**src/rtl/memwin_pkg.sv**
```systemverilog
package memwin_pkg;
  localparam int MW_ADDR_W  = 24;
  localparam int MW_PAGE_LG = 12;
  localparam int MW_PG_W    = MW_ADDR_W - MW_PAGE_LG;
  localparam int MW_TSEL_W  = 2;

  typedef struct packed {
    logic                 en;
    logic [MW_TSEL_W-1:0] tsel;
    logic [1:0]           scratch;
    logic [MW_PG_W-1:0]   last_pg;
    logic [MW_PG_W-1:0]   first_pg;
  } win_cfg_t;
endpackage

```
**src/rtl/memwin_regbank.sv**
```systemverilog
module memwin_regbank
  import memwin_pkg::*;
#(
  parameter int         NWIN      = 5,
  parameter logic [7:0] BASE_IDX  = 8'h10,
  parameter int         STRIDE_LG = 3,
  parameter logic [7:0] ENA_IDX   = 8'h06
) (
  input  logic                  clk,
  input  logic                  rst,
  input  logic                  idx_wr,
  input  logic                  data_wr,
  input  logic [7:0]            wdata,
  output logic [7:0]            rdata,
  output win_cfg_t [NWIN-1:0]   cfg
);
  localparam int WSEL_W = 8 - STRIDE_LG;

  logic [7:0]           idx_r;
  win_cfg_t [NWIN-1:0]  cfg_r;
  logic [7:0]           rel;
  logic [WSEL_W-1:0]    wsel;
  logic [STRIDE_LG-1:0] off;
  logic                 win_ok;
  logic [7:0]           rd_c;

  always_comb begin
    rel    = idx_r - BASE_IDX;
    wsel   = rel[7:STRIDE_LG];
    off    = rel[STRIDE_LG-1:0];
    win_ok = (idx_r >= BASE_IDX) && (int'(wsel) < NWIN) && (off <= STRIDE_LG'(3));
  end

  always_ff @(posedge clk) begin
    if (rst) begin
      idx_r <= '0;
      cfg_r <= '0;
    end else if (idx_wr) begin
      idx_r <= wdata;
    end else if (data_wr) begin
      if (idx_r == ENA_IDX) begin
        for (int w = 0; w < NWIN; w++) cfg_r[w].en <= wdata[w];
      end else begin
        for (int w = 0; w < NWIN; w++) begin
          if (win_ok && int'(wsel) == w) begin
            case (off)
              STRIDE_LG'(0): cfg_r[w].first_pg[7:0]          <= wdata;
              STRIDE_LG'(1): cfg_r[w].first_pg[MW_PG_W-1:8]  <= wdata[3:0];
              STRIDE_LG'(2): cfg_r[w].last_pg[7:0]           <= wdata;
              default: begin
                cfg_r[w].last_pg[MW_PG_W-1:8] <= wdata[3:0];
                cfg_r[w].scratch              <= wdata[5:4];
                cfg_r[w].tsel                 <= wdata[7:6];
              end
            endcase
          end
        end
      end
    end
  end

  always_comb begin
    rd_c = 8'h00;
    if (idx_r == ENA_IDX) begin
      for (int w = 0; w < NWIN; w++) rd_c[w] = cfg_r[w].en;
    end else begin
      for (int w = 0; w < NWIN; w++) begin
        if (win_ok && int'(wsel) == w) begin
          case (off)
            STRIDE_LG'(0): rd_c = cfg_r[w].first_pg[7:0];
            STRIDE_LG'(1): rd_c = {4'h0, cfg_r[w].first_pg[MW_PG_W-1:8]};
            STRIDE_LG'(2): rd_c = cfg_r[w].last_pg[7:0];
            default:       rd_c = {cfg_r[w].tsel, cfg_r[w].scratch,
                                   cfg_r[w].last_pg[MW_PG_W-1:8]};
          endcase
        end
      end
    end
  end

  always_ff @(posedge clk) begin
    if (rst) rdata <= 8'h00;
    else     rdata <= rd_c;
  end

  assign cfg = cfg_r;

  // reset clears the readback
  p_reset_clear_r1: assert property (@(posedge clk) rst |=> rdata == 8'h00);

  // an enable write lands in every window's enable bit
  for (genvar w = 0; w < NWIN; w++) begin : g_ena_chk
    p_enable_write_r4: assert property (@(posedge clk) disable iff (rst)
      (data_wr && !idx_wr && idx_r == ENA_IDX) |=> cfg_r[w].en == $past(wdata[w]));
  end
endmodule

```
**src/rtl/memwin_match.sv**
```systemverilog
module memwin_match
  import memwin_pkg::*;
#(
  parameter int NWIN = 5
) (
  input  win_cfg_t [NWIN-1:0]   cfg,
  input  logic [MW_PG_W-1:0]    page,
  output logic [NWIN-1:0]       win_hit
);
  for (genvar w = 0; w < NWIN; w++) begin : g_cmp
    logic ordered;
    logic in_lo;
    logic in_hi;
    assign ordered    = cfg[w].first_pg <= cfg[w].last_pg;
    assign in_lo      = page >= cfg[w].first_pg;
    assign in_hi      = page <= cfg[w].last_pg;
    assign win_hit[w] = cfg[w].en && ordered && in_lo && in_hi;
  end
endmodule

```
**src/rtl/memwin_priority.sv**
```systemverilog
module memwin_priority #(
  parameter int NWIN   = 5,
  parameter int TSEL_W = 2,
  localparam int NUM_W = $clog2(NWIN)
) (
  input  logic                         clk,
  input  logic                         rst,
  input  logic [NWIN-1:0]              win_hit,
  input  logic [NWIN-1:0][TSEL_W-1:0]  tsel,
  output logic                         hit,
  output logic [NUM_W-1:0]             win_num,
  output logic                         timing_set
);
  logic             hit_c;
  logic [NUM_W-1:0] num_c;
  logic             ts_c;

  always_comb begin
    hit_c = 1'b0;
    num_c = '0;
    ts_c  = 1'b0;
    for (int w = NWIN - 1; w >= 0; w--) begin
      if (win_hit[w]) begin
        hit_c = 1'b1;
        num_c = NUM_W'(w);
        ts_c  = |tsel[w];
      end
    end
  end

  always_ff @(posedge clk) begin
    if (rst) begin
      hit        <= 1'b0;
      win_num    <= '0;
      timing_set <= 1'b0;
    end else begin
      hit        <= hit_c;
      win_num    <= num_c;
      timing_set <= ts_c;
    end
  end

  // idle outputs are zero
  p_idle_zero_r11: assert property (@(posedge clk) disable iff (rst)
    !hit |-> (win_num == '0 && !timing_set));
  // a reported window number is in range
  p_num_range_r8: assert property (@(posedge clk) disable iff (rst)
    hit |-> (int'(win_num) < NWIN));
endmodule

```
**src/rtl/memwin_decoder.sv**
```systemverilog
module memwin_decoder
  import memwin_pkg::*;
#(
  parameter int         NWIN      = 5,
  parameter logic [7:0] BASE_IDX  = 8'h10,
  parameter int         STRIDE_LG = 3,
  parameter logic [7:0] ENA_IDX   = 8'h06,
  localparam int        NUM_W     = $clog2(NWIN)
) (
  input  logic                 clk,
  input  logic                 rst,
  input  logic                 idx_wr,
  input  logic                 data_wr,
  input  logic [7:0]           wdata,
  output logic [7:0]           rdata,
  input  logic [MW_ADDR_W-1:0] bus_addr,
  output logic                 hit,
  output logic [NUM_W-1:0]     win_num,
  output logic                 timing_set
);
  win_cfg_t [NWIN-1:0]             cfg;
  logic [NWIN-1:0]                 win_hit;
  logic [NWIN-1:0][MW_TSEL_W-1:0]  tsel;
  logic [MW_PG_W-1:0]              page;

  assign page = bus_addr[MW_ADDR_W-1:MW_PAGE_LG];

  for (genvar w = 0; w < NWIN; w++) begin : g_tsel
    assign tsel[w] = cfg[w].tsel;
  end

  memwin_regbank #(
    .NWIN(NWIN), .BASE_IDX(BASE_IDX), .STRIDE_LG(STRIDE_LG), .ENA_IDX(ENA_IDX)
  ) u_regs (
    .clk(clk), .rst(rst), .idx_wr(idx_wr), .data_wr(data_wr),
    .wdata(wdata), .rdata(rdata), .cfg(cfg)
  );

  memwin_match #(.NWIN(NWIN)) u_match (
    .cfg(cfg), .page(page), .win_hit(win_hit)
  );

  memwin_priority #(.NWIN(NWIN), .TSEL_W(MW_TSEL_W)) u_prio (
    .clk(clk), .rst(rst), .win_hit(win_hit), .tsel(tsel),
    .hit(hit), .win_num(win_num), .timing_set(timing_set)
  );

  for (genvar w = 0; w < NWIN; w++) begin : g_out_chk
    // a reported window was enabled and bounded the previous page
    p_bounds_held_r5: assert property (@(posedge clk) disable iff (rst)
      (hit && win_num == NUM_W'(w)) |->
        ($past(cfg[w].en) && $past(page) >= $past(cfg[w].first_pg)
         && $past(page) <= $past(cfg[w].last_pg)));
    // no lower-numbered window matched
    p_lowest_wins_r8: assert property (@(posedge clk) disable iff (rst)
      (hit && win_num == NUM_W'(w)) |->
        (($past(win_hit) & NWIN'((1 << w) - 1)) == '0));
    // timing set follows the winner's selector
    p_tset_map_r9: assert property (@(posedge clk) disable iff (rst)
      (hit && win_num == NUM_W'(w)) |-> (timing_set == ($past(cfg[w].tsel) != 2'b00)));
  end
endmodule

```
**config.mk**
```make
export PLATFORM = sky130hd
export DESIGN_NAME = memwin_decoder
export DESIGN_NICKNAME = d
export VERILOG_FILES = /design/src/rtl/memwin_pkg.sv /design/src/rtl/memwin_regbank.sv /design/src/rtl/memwin_match.sv /design/src/rtl/memwin_priority.sv /design/src/rtl/memwin_decoder.sv
export SDC_FILE = /design/constraint.sdc
export NUM_CORES = 1
export LEC_CHECK = 0
export BUFFER_PORTS_ARGS = -buffer_cell sky130_fd_sc_hd__buf_2
export CORE_ASPECT_RATIO = 2
export CORE_MARGIN = 2
export CORE_UTILIZATION = 55
export CTS_CLUSTER_SIZE = 28
export DETAILED_ROUTE_END_ITERATION = 8
export GPL_TIMING_DRIVEN = 0
export PLACE_DENSITY = 0.73
export SETUP_SLACK_MARGIN = 0.5
export SLEW_MARGIN = 20
export SYNTH_ARGS = -nofsm -noshare
export SYNTH_HDL_FRONTEND = slang
export SYNTH_HIERARCHICAL = 1
export SYNTH_SLANG_ARGS = --single-unit
export TNS_END_PERCENT = 20
```
**constraint.sdc**
```tcl
create_clock -name clk -period 5.8 [get_ports clk]
set_input_delay 1.16 -clock clk [delete_from_list [all_inputs] [get_ports clk]]
set_output_delay 1.16 -clock clk [all_outputs]
set_load 0.02 [all_outputs]
```
## Yosys cells after proc, flatten, opt, wreduce, memory -nomap -nowiden

Index checks and enable logic that the tools add are counted.
Widths: inputs -> output; s select.

- Input port bits: 36
- Output and inout port bits: 13
- Bits in registers: 166
- Word-level logic and storage cells: 152

- Multiplexer cells: 25
- Eq/ne operators: 7
- Reductions and logical operators: 55
- Bitwise gates (word level): 3
- Magnitude comparators: 18
- $add $sub $neg: 1

Operators with widths:

| kind | number |
|---|---|
| $le 12x12->1 | 10 |
| $pmux 8 s3 | 5 |
| $reduce_and 5->1 | 20 |
| $ge 12x12->1 | 5 |
| $mux 8 | 5 |
| $logic_and 1x1->1 | 22 |
| $reduce_or 2->1 | 7 |
| $mux 1 | 11 |
| $eq 5x3->1 const B | 2 |
| $eq 8x3->1 const B | 1 |
| $ge 8x5->1 const B | 1 |
| $sub 8x5->8 const B | 1 |
| $reduce_or 3->1 | 2 |
| $eq 5x2->1 const B | 1 |
| $eq 5x4->1 const B | 1 |
| $logic_not 5->1 | 1 |
| $lt 5x3->1 const B | 1 |
| $mux 5 | 1 |
| $reduce_or 5->1 | 1 |
| $mux 2 | 2 |
| $eq 3x1->1 const B | 1 |
| $eq 3x2->1 const B | 1 |
| $le 3x2->1 const B | 1 |
| $logic_not 3->1 | 1 |
| 3 further kinds | 5 |

## Longest topological paths before layout

Gate-level depths: netlist (run 1).

- Depth after elaboration: 11
- Mapped depth: 11
- Depth with buffers taken out: 11

## Modules after synthesis

The synthesis (run 1) kept the hierarchy.

Modules (own cells, without submodules):

| module | seq. area each (µm²) | times used | area each (µm²) | cells each |
|---|---|---|---|---|
| memwin_regbank | 3223.1 | 1 | 7358.3 | 813 |
| memwin_match | 0.0 | 1 | 4274.1 | 563 |
| memwin_priority | 100.1 | 1 | 198.9 | 22 |

## Least setup slack after synthesis (run 1)

OpenSTA, ideal clock, no wires.

- Path kind: input -> register
- Start: input port bus_addr[12]
- End: register u_prio.timing_set
- Data required time: 5.726 ns
- Path slack: 2.451 ns
- Arrival time: 3.275 ns
- Buffers on the path: 0
- Library setup time: 0.074 ns
- Stages on the path: 11
- Path through: inv_1 > ha_1 > nand2b_1 > a21o_1 > a211oi_1 > nor4_1 > nor3_1 > nor4_1 > nor4b_1 > a211o_1 > a31oi_1

- Elaborated cells between the ends (all ways): 25
- Classes of those cells: order compare: 10; mux: 5; reduce/logical: 10

RTL lines:

| what | RTL line | source |
|---|---|---|
| start, declared | memwin_decoder.sv:16 | `input logic [MW_ADDR_W-1:0] bus_addr,` |
| $ge 12x12->1 | memwin_match.sv:15 | `assign in_lo = page >= cfg[w].first_pg;` |
| $logic_and 1x1->1 | memwin_match.sv:17 | `assign win_hit[w] = cfg[w].en && ordered && in_lo && in_hi;` |
| $logic_and 1x1->1 * | memwin_match.sv:17 |  |
| named net win_hit[0] | memwin_decoder.sv:22 | `logic [NWIN-1:0] win_hit;` |
| $mux 1 * | memwin_priority.sv:23 | `if (win_hit[w]) begin` |
| end signal, assigned | memwin_priority.sv:39 | `timing_set <= ts_c;` |
| end, declared | memwin_priority.sv:12 | `output logic timing_set` |

Mark *: on every way through the listed nets, which the timed path passes. The rest lies on a longest branch.
A chain may end at the register's enable or synchronous reset.

## Worst setup path after layout (run 1)

- Start: input port bus_addr[12]
- End: register u_prio.timing_set

- Elaborated cells between the ends (all ways): 25
- Classes of those cells: order compare: 10; mux: 5; reduce/logical: 10

RTL lines:

| what | RTL line |
|---|---|
| $ge 12x12->1 | memwin_match.sv:15 |
| $logic_and 1x1->1 | memwin_match.sv:17 |
| $logic_and 1x1->1 * | memwin_match.sv:17 |
| named net win_hit[1] | memwin_decoder.sv:22 |
| $mux 1 * (2 in series) | memwin_priority.sv:23 |

Marks and branches as above.

==> impl_metrics.env, run 1 <==
export IMPL_grt_max_degree=17
export IMPL_dieArea_um2=22800
export IMPL_ys_warn_count=6
export IMPL_grt_pass1_vias=11240
export IMPL_report_final_hold_viol_count=0
export IMPL_crit_required_ns=6.11
export IMPL_core_area_um2=21000
export IMPL_fillCellCount=1939
export IMPL_tritoncts="yes"
export IMPL_setup_tns_ns=0
export IMPL_clk_path_buf_depth=2
export IMPL_synth_area_leader_cell="dfxtp_1"
export IMPL_setup_slack_ns=2.17
export IMPL_ys_ff_latch=166
export IMPL_peakVddDrop_mv=0.167
export IMPL_crit_type="input pin to flop"
export IMPL_drt_pass1_iterations=6
export IMPL_syn_inst=1398
export IMPL_clkTransAtPathRegs_ns=0.07
export IMPL_drc=0
export IMPL_gr_total_overflow=0
export IMPL_place_gp_congestion=1.02
export IMPL_post_drt_wl_per_cell_um=25.9
export IMPL_die_h_um=211
export IMPL_fin_hold_ws_ns=0.467
export IMPL_fin_nets=1671
export IMPL_drv_cap=0
export IMPL_reg2reg_slack_ns=2.39
export IMPL_place_ws_ns=1.74
export IMPL_avgSynthCellArea_um2=8.46
export IMPL_dp_cells=1702
export IMPL_fin_cells=1734
export IMPL_clk_latency_ns=0.45
export IMPL_cts_sinks=166
export IMPL_slew_headroom_pct=19.7
export IMPL_antenna_found_initial=0
export IMPL_synthFlopType="dfxtp_1"
export IMPL_fin_crit_sh_pct=62.6
export IMPL_async_flop_share_pct=0
export IMPL_synth_edf_count=0
export IMPL_ys_types=71
export IMPL_grt_total_usage_pct=40.2
export IMPL_ctsResizeCount=0
export IMPL_arrival_ns=3.94
export IMPL_finalMaxSlewViolations=0
export IMPL_fp_dieW_um=108
export IMPL_vias=11080
export IMPL_drive_above_1_share_pct=9.97
export IMPL_fmax_mhz=275
export IMPL_crit_path_start_kind="input pin"
export IMPL_root_buffer="clkbuf_16"
export IMPL_holdBufCountCts=0
export IMPL_yosys_top_cells_area="dfxtp_1, ha_1, mux2i_1"
export IMPL_numPortBuffers=34
export IMPL_hold_class="flop to flop"
export IMPL_synth_top_area_share_pct=28.1
export IMPL_fin_crit_ns=3.63
export IMPL_ys_seq_area_share_pct=28.1
export IMPL_postRouteAntennaNets=0
export IMPL_power_density_nw_per_um2=210
export IMPL_viasPerCell=6.39
export IMPL_initial_utilization_pct=56.3
export IMPL_syn_area_um2=11800
export IMPL_status="finished clean"
export IMPL_hpwl_um=33800
export IMPL_path_max_fanout=10
export IMPL_insertedDiodeCount=0
export IMPL_p_leak_nw=4.97
export IMPL_synth_common_cells="ha_1, dfxtp_1, nor2_1"
export IMPL_setup_viol=0
export IMPL_numCtsBuffers=17
export IMPL_rsz0062_at_grt="no"
export IMPL_htree_levels=4
export IMPL_synth_nets=1617
export IMPL_yosys_cell_count_top_type="ha_1"
export IMPL_io_pins=49
export IMPL_postCtsSetupBuffers=0
export IMPL_clock_skew_ns=0.0101
export IMPL_syn2layout_area_growth_pct=9.80
export IMPL_wl_um=44900
export IMPL_grt_pass1_wl_um=65900
export IMPL_drt_initial_drc_count=817
export IMPL_worst_slew_pin_slew_ns=1.20
export IMPL_rows=75
export IMPL_crit_path_end_kind="flop"
[report_power, final]
group | internal (mW) | switching, mW | leakage, nW | total, mW
registers | 1.14 | 0.00516 | 1.34 | 1.15
logic | 0.0936 | 0.237 | 3.33 | 0.331
clock network | 0.731 | 0.519 | 0.306 | 1.25
total | 1.97 | 0.761 | 4.97 | 2.73
[flip-flops by register name (all words and copies together) (netlist names)]
signal,count
u_regs/rdata,8
u_prio/hit,1
u_prio/win_num,3
u_regs/cfg,145
u_regs/idx_r,8
u_prio/timing_set,1
[stage by stage]
| stage | power (mW) | area [um^2] | util [%] |
|---|---|---|---|
| finish | 2.73 | 13000 | 61.8 |
| CTS | 2.73 | 13000 | 61.8 |
| global route | 2.81 | 13000 | 61.8 |
| detailed placement | 1.50 | 12400 | 58.8 |
| floorplan | 1.36 | 11800 | - |
| global placement | 1.49 | 12300 | 58.7 |
[worst max-delay path, cell delays in order]
cell,delay (ns)
buf_2,0.09
inv_1,0.51
ha_1,0.23
nor2_1,0.05
a21oi_1,0.16
nor3_1,0.06
nor4_1,0.36
o22ai_1,0.18
nor3_2,0.60
nor4b_1,0.34
a211o_1,0.16
a31oi_1,0.05
[final timing paths]
| kind | start | end | cells past startpoint |
|---|---|---|---|
| worst max-delay path | bus_addr[12] | u_prio/timing_set | 12 |
| worst min-delay path | u_regs/cfg[43] | u_regs/cfg[43] | 2 |
| worst max register to register | u_regs/idx_r[4] | u_regs/rdata[4] | 8 |
| worst min register to register | u_regs/cfg[43] | u_regs/cfg[43] | 2 |
[layer usage]
metal	share of wire, %	GRT usage [%]	up-vias	wire, um
li1	-	-	5114	-
met1	33	39.5	5183	14800
met2	49	68.7	543	22000
met3	6.6	7.17	240	2970
met4	11	39.0	0	5110
met5	0	0	-	0
[layout make-up]
cell class | instances | area, um^2 | area share (%)
clock inverters | 15 | 214 | 1.65
repair buffers | 35 | 178 | 1.37
inverters | 121 | 454 | 3.50
flip-flops and latches | 166 | 3320 | 25.6
clock buffers | 17 | 425 | 3.27
plain buffers | 66 | 278 | 2.14
well taps | 269 | 337 | 2.59
multi-input cells | 1045 | 7780 | 59.9
[layout by cell type, fill, tap and decap left out, types with 6 or more instances in the layout]
cell         n
nand2b_1     7
o32ai_1      7
mux2_2      22
nand3_1     34
dfxtp_1    166
nand4_1     37
o211ai_1    14
a21oi_1    113
clkbuf_1    44
a22oi_1      8
a211oi_1    14
or2_2        6
nor2b_1     16
nor3_1      18
nor3_4       7
inv_6        6
a21o_1      20
nor2_1     154
buf_2       49
ha_1       183
o21a_1       7
nand2_1    105
nor4_1       8
mux2i_1    123
o22ai_1     11
o21ai_0     51
inv_1      121
clkbuf_16   17
[cell families (layout without fill, tap and decap cells)]
family          after synthesis  after routing  synth area share (%)
simple gates                428            428                  18.2
compound gates              285            285                  15.1
buf+inv                     187            254                  6.19
fa+ha+maj                   183            183                  19.4
flops                       166            166                  28.1
mux                         147            147                  12.9
xor+xnor                      2              2                 0.148
Power figures use the tool's default switching activity.
==> run 2, diff against run 1 <==
Clock period 5.8 ns to 3.65 ns, I/O delays scaled along.
==> run 2 against run 1 <==
Design area rose by 0.46%. Register-to-register slack got worse by 2.0 ns. Wire length rose by 0.51%. Non-clock buffer count rose by 5. Sequential cell count did not move. Utilization rose by 0.29 points. Total power rose by 59%. Final cell count rose by 0.29%. Critical path depth fell by 4. Die area did not move. Hold slack got worse by 0.00051 ns.
==> impl_metrics.env, run 2 (synthesis results as in run 1) <==
export IMPL_status="finished clean"
export IMPL_die_h_um=211
export IMPL_crit_required_ns=3.95
export IMPL_fin_crit_sh_pct=89.2
export IMPL_gr_total_overflow=0
export IMPL_clock_skew_ns=0.00961
export IMPL_largestRegisters="u_regs/cfg x145, u_regs/idx_r x8, u_regs/rdata x8"
export IMPL_largest_register="u_regs/cfg"
export IMPL_root_buffer="clkbuf_16"
export IMPL_grt_pass1_vias=11254
export IMPL_post_drt_wl_per_cell_um=26.0
export IMPL_drt_pass1_iterations=5
export IMPL_dieArea_um2=22800
export IMPL_p_int_mw=3.13
export IMPL_largest_reg_flops=145
export IMPL_grt_max_degree=17
export IMPL_grt_total_usage_pct=40.3
export IMPL_path_max_fanout=10
export IMPL_switchingPower_mw=1.22
export IMPL_power_density_nw_per_um2=333
export IMPL_antenna_found_initial=0
export IMPL_clk_latency_ns=0.45
export IMPL_drive_above_1_share_pct=10.3
export IMPL_core_area_um2=21000
export IMPL_syn2layout_area_growth_pct=10.3
export IMPL_numPortBuffers=34
export IMPL_pwr_share_seq_pct=42.0
export IMPL_crit_path_start_kind="flop"
export IMPL_grt_pass1_wl_um=66000
export IMPL_slew_headroom_pct=23.3
export IMPL_cts_sinks=166
export IMPL_wl_um=45200
export IMPL_r2r_end="u_regs/rdata[4]"
export IMPL_fin_nets=1676
export IMPL_min_to="u_regs/cfg[43]"
export IMPL_rsz0062_at_grt="yes"
export IMPL_vias=11081
export IMPL_worst_slew_pin_slew_ns=1.15
export IMPL_drt_initial_drc_count=890
export IMPL_rr_worst_depth=8
export IMPL_initial_utilization_pct=56.3
export IMPL_rows=75
export IMPL_io_pins=49
export IMPL_fmax_mhz=307
export IMPL_power_frac_clock_pct=45.7
export IMPL_clk_path_buf_depth=2
export IMPL_comb_power_share_pct=12.3
export IMPL_swShare_pct=28.0
export IMPL_p_leak_nw=5.00
export IMPL_reg2reg_slack_ns=0.39
export IMPL_clkTransAtPathRegs_ns=0.07
export IMPL_arrival_ns=3.55
export IMPL_setup_tns_ns=0
export IMPL_htree_levels=4
export IMPL_final_cell_mix="ha_1, dfxtp_1, nor2_1"
export IMPL_insertedDiodeCount=0
export IMPL_fin_crit_ns=3.26
export IMPL_hold_depth=2
export IMPL_hold_class="flop to flop"
export IMPL_drv_cap=0
export IMPL_fillCellCount=1935
export IMPL_fp_dieW_um=108
export IMPL_hpwl_um=33800
export IMPL_finalMaxSlewViolations=0
export IMPL_setup_viol=0
export IMPL_drc=0
export IMPL_viasPerCell=6.37
export IMPL_place_gp_congestion=1.02
export IMPL_numCtsBuffers=17
export IMPL_postRouteAntennaNets=0
export IMPL_peakVddDrop_mv=0.265
export IMPL_holdBufCountCts=0
export IMPL_r2r_start="u_regs/idx_r[4]"
export IMPL_design_area_um2=13100
export IMPL_crit_type="flop to flop"
export IMPL_tritoncts="yes"
export IMPL_worstHoldStart="u_regs/cfg[43]"
export IMPL_place_area_um2=12400
export IMPL_crit_path_end_kind="flop"
export IMPL_report_final_hold_viol_count=0
export IMPL_layout_commonest_cell="ha_1"
run 2: cell count changes in the layout (fill, tap and decap cells not counted):
cell / change
inv_1: -1
buf_4: +4
nor3_4: +1
nor3_2: -1
clkinvlp_4: +1
buf_12: +1
run 2: worst max path at each step:
stage | start | to | depth (start not counted)
final | u_regs/idx_r[4] | u_regs/rdata[4] | 8
after global routing | u_regs/idx_r[4] | u_regs/rdata[4] | 8
after CTS | bus_addr[12] | u_prio/timing_set | 12
after detailed placement | bus_addr[12] | u_prio/timing_set | 12
after global placement | bus_addr[12] | u_prio/timing_set | 12
after floorplan | bus_addr[12] | u_prio/timing_set | 11
run 2: routing by layer:
layer / wire length, um / part of all wire (%) / GRT usage [%]
met5: 0 / 0 / 0
met3: 2970 / 6.6 / 7.91
met2: 21800 / 48 / 68.7
met4: 5290 / 12 / 38.9
met1: 15100 / 33 / 39.4
run 2: final cells by class:
class	instances	area, um^2	share of cell area [%]
Tap cell	269	337	2.58
Inverter	121	458	3.51
Clock inverter	15	214	1.64
Timing Repair Buffer	40	228	1.74
Buffer	66	278	2.13
Clock buffer	17	425	3.26
Sequential cell	166	3320	25.5
Multi-Input combinational cell	1045	7790	59.7
run 2: timing repair:
action                                 in CTS  in global routing
gates resized for setup                     0                  2
endpoints found under the hold margin       0                  0
setup buffers                               1                  4
setup endpoints to repair                   3                  6
pin swaps                                   1                  0
run 2: power groups by stage:
| stage | clock network [mW] | logic (mW) | registers, mW |
|---|---|---|---|
| 6_report | 1.99 | 0.535 | 1.83 |
| 5_1_grt | 2.08 | 0.562 | 1.82 |
| 3_3_place_gp | 0 | 0.498 | 1.87 |
| 3_5_place_dp | 0 | 0.509 | 1.87 |
| 2_1_floorplan | 0 | 0.291 | 1.87 |
| 4_1_cts | 2.00 | 0.512 | 1.83 |
run 2: per-stage QoR:
step / setup WS (ns) / util [%] / total power [mW] / hold WS, ns / instances
detailed placement: 0.0219 / 58.8 / 2.38 / 0.459 / 1702
finish: 0.393 / 62.1 / 4.35 / 0.467 / 1739
global placement: -0.847 / 58.7 / 2.36 / 0.451 / 1701
CTS: 0.489 / 61.8 / 4.34 / 0.468 / 1735
global route: 0.392 / 62.1 / 4.47 / 0.495 / 1739
floorplan: 0.731 / - / 2.16 / 0.441 / 1398
run 2: critical path: stages, from the launching register on:
cell	delay [ns]
dfxtp_1	0.45
inv_1	0.10
ha_1	0.42
nor4b_2	0.34
a22oi_4	0.16
buf_2	0.23
nor2_1	0.68
nand2_1	0.25
a311oi_1	0.47
==> run 3, diff against run 2 <==
Settings changed: PLACE_DENSITY 0.73 to 0.82.
==> run 3 against run 2 <==
The flow now finishes with violations (design-rule violations). Sequential power is essentially flat. Clock skew grew 0.0016 ns. Worst setup slack improved by 0.072 ns. Sequential share of layout area barely moved. Critical path depth fell by 2. Final cell count fell by 0.29%. Die area unchanged. Utilization hardly changed. Total power rose by 1.5%. Maximum frequency up 2.3%. Critical path type unchanged. Critical endpoint is now u_regs/cfg[10].
==> impl_metrics.env, run 3 (synthesis results as in run 1) <==
export IMPL_status="complete, but fails checks"
export IMPL_violations="design-rule violations"
export IMPL_r2r_end="u_regs/cfg[10]"
export IMPL_final_cell_mix="ha_1, dfxtp_1, nor2_1"
export IMPL_root_buffer="clkbuf_16"
export IMPL_drt_initial_drc_count=1200
export IMPL_fp_dieW_um=108
export IMPL_clock_skew_ns=0.0112
export IMPL_largest_reg_flops=145
export IMPL_setup_tns_ns=0
export IMPL_report_final_hold_viol_count=0
export IMPL_hpwl_um=33700
export IMPL_cts_sinks=166
export IMPL_setup_slack_ns=0.465
export IMPL_syn2layout_area_growth_pct=10.3
export IMPL_dieArea_um2=22800
export IMPL_drc=1
export IMPL_crit_required_ns=3.96
export IMPL_reg2reg_slack_ns=0.46
export IMPL_rr_worst_depth=6
export IMPL_worstHoldStart="u_regs/cfg[44]"
export IMPL_hold_depth=2
export IMPL_fmax_mhz=314
export IMPL_tritoncts="yes"
export IMPL_insertedDiodeCount=0
export IMPL_vias=11499
export IMPL_clkTransAtPathRegs_ns=0.07
export IMPL_numPortBuffers=34
export IMPL_gr_total_overflow=0
export IMPL_fin_crit_sh_pct=87.3
export IMPL_design_area_um2=13000
export IMPL_clk_path_buf_depth=2
export IMPL_drive_above_1_share_pct=10.1
export IMPL_core_area_um2=21000
export IMPL_largestRegisters="u_regs/cfg x145, u_regs/idx_r x8, u_regs/rdata x8"
export IMPL_place_area_um2=12400
export IMPL_fin_crit_ns=3.19
export IMPL_rsz0062_at_grt="yes"
export IMPL_fin_nets=1673
export IMPL_grt_total_usage_pct=41.0
export IMPL_path_max_fanout=10
export IMPL_place_gp_congestion=1.06
export IMPL_io_pins=49
export IMPL_drt_pass1_iterations=8
export IMPL_setup_viol=0
export IMPL_wl_um=45900
export IMPL_finalMaxSlewViolations=0
export IMPL_crit_type="flop to flop"
export IMPL_post_drt_wl_per_cell_um=26.5
export IMPL_clk_latency_ns=0.45
export IMPL_grt_pass1_vias=11621
export IMPL_postRouteAntennaNets=0
export IMPL_htree_levels=4
export IMPL_peakVddDrop_mv=0.312
export IMPL_layout_commonest_cell="ha_1"
export IMPL_multiInputGateArea_um2=7790
export IMPL_grt_pass1_wl_um=67400
export IMPL_min_to="u_regs/cfg[44]"
export IMPL_numCtsBuffers=17
export IMPL_fillCellCount=1884
export IMPL_p_leak_nw=4.99
export IMPL_grt_max_degree=17
export IMPL_dp_cells=1702
export IMPL_hold_class="flop to flop"
export IMPL_power_density_nw_per_um2=339
export IMPL_crit_path_end_kind="flop"
export IMPL_rows=75
export IMPL_initial_utilization_pct=56.3
export IMPL_die_h_um=211
export IMPL_worst_slew_pin_slew_ns=1.09
export IMPL_drv_cap=0
export IMPL_antenna_found_initial=1
export IMPL_r2r_start="u_regs/idx_r[0]"
export IMPL_final_seq_area_um2=3320
export IMPL_viasPerCell=6.63
export IMPL_slew_headroom_pct=27.1
export IMPL_arrival_ns=3.49
export IMPL_report_power_total_mw=4.42
export IMPL_place_ws_ns=0.0209
export IMPL_utilization_pct=62.1
export IMPL_fin_hold_ws_ns=0.469
export IMPL_holdBufCountCts=0
export IMPL_fin_cells=1734
export IMPL_crit_path_start_kind="flop"
export IMPL_largest_register="u_regs/cfg"
==> run 3: final cells by class <==
cell class | count | area share (%)
repair buffers | 37 | 1.57
multi-input cells | 1045 | 59.7
flip-flops and latches | 166 | 25.5
clock buffers | 18 | 3.29
inverters | 121 | 3.51
clock inverters | 12 | 1.74
plain buffers | 66 | 2.14
well taps | 269 | 2.58
==> run 3: repair_timing <==
item	in CTS	in global routing
pin swaps	0	0
endpoints found under the setup margin	2	4
gates resized for setup	1	3
buffers inserted	0	2
hold endpoints to repair	0	0
==> run 3: how the worst max path moves through the flow <==
stage	start	end	slack, ns	cells past startpoint
finish	u_regs/idx_r[0]	u_regs/cfg[10]	0.46	6
global route	u_regs/idx_r[4]	u_regs/rdata[4]	0.44	8
CTS	u_regs/idx_r[0]	u_regs/rdata[2]	0.50	8
detailed placement	bus_addr[12]	u_prio/timing_set	0.02	13
global placement	bus_addr[12]	u_prio/timing_set	-0.80	12
floorplan	bus_addr[12]	u_prio/timing_set	0.73	11
==> run 3: where the power goes <==
group          internal (mW)  total, mW  switching (mW)
clock network           1.28       2.05           0.774
logic                  0.152      0.538           0.385
registers               1.82       1.83         0.00859
==> run 3: metal layers <==
layer	wire length [um]	up-vias	GRT usage, %
met4	5790	2	42.0
met2	21900	751	68.7
li1	-	5112	-
met1	14300	5329	39.6
met5	17	-	0
met3	3880	305	8.65
==> run 3: worst max-delay path: stages, from the launching register on <==
cell and delay [ns]:
dfxtp_1 0.34, clkbuf_1 0.55, nor2b_1 0.62, nand3_1 0.48, nor2_1 0.69, mux2i_1 0.30, nor2_1 0.06
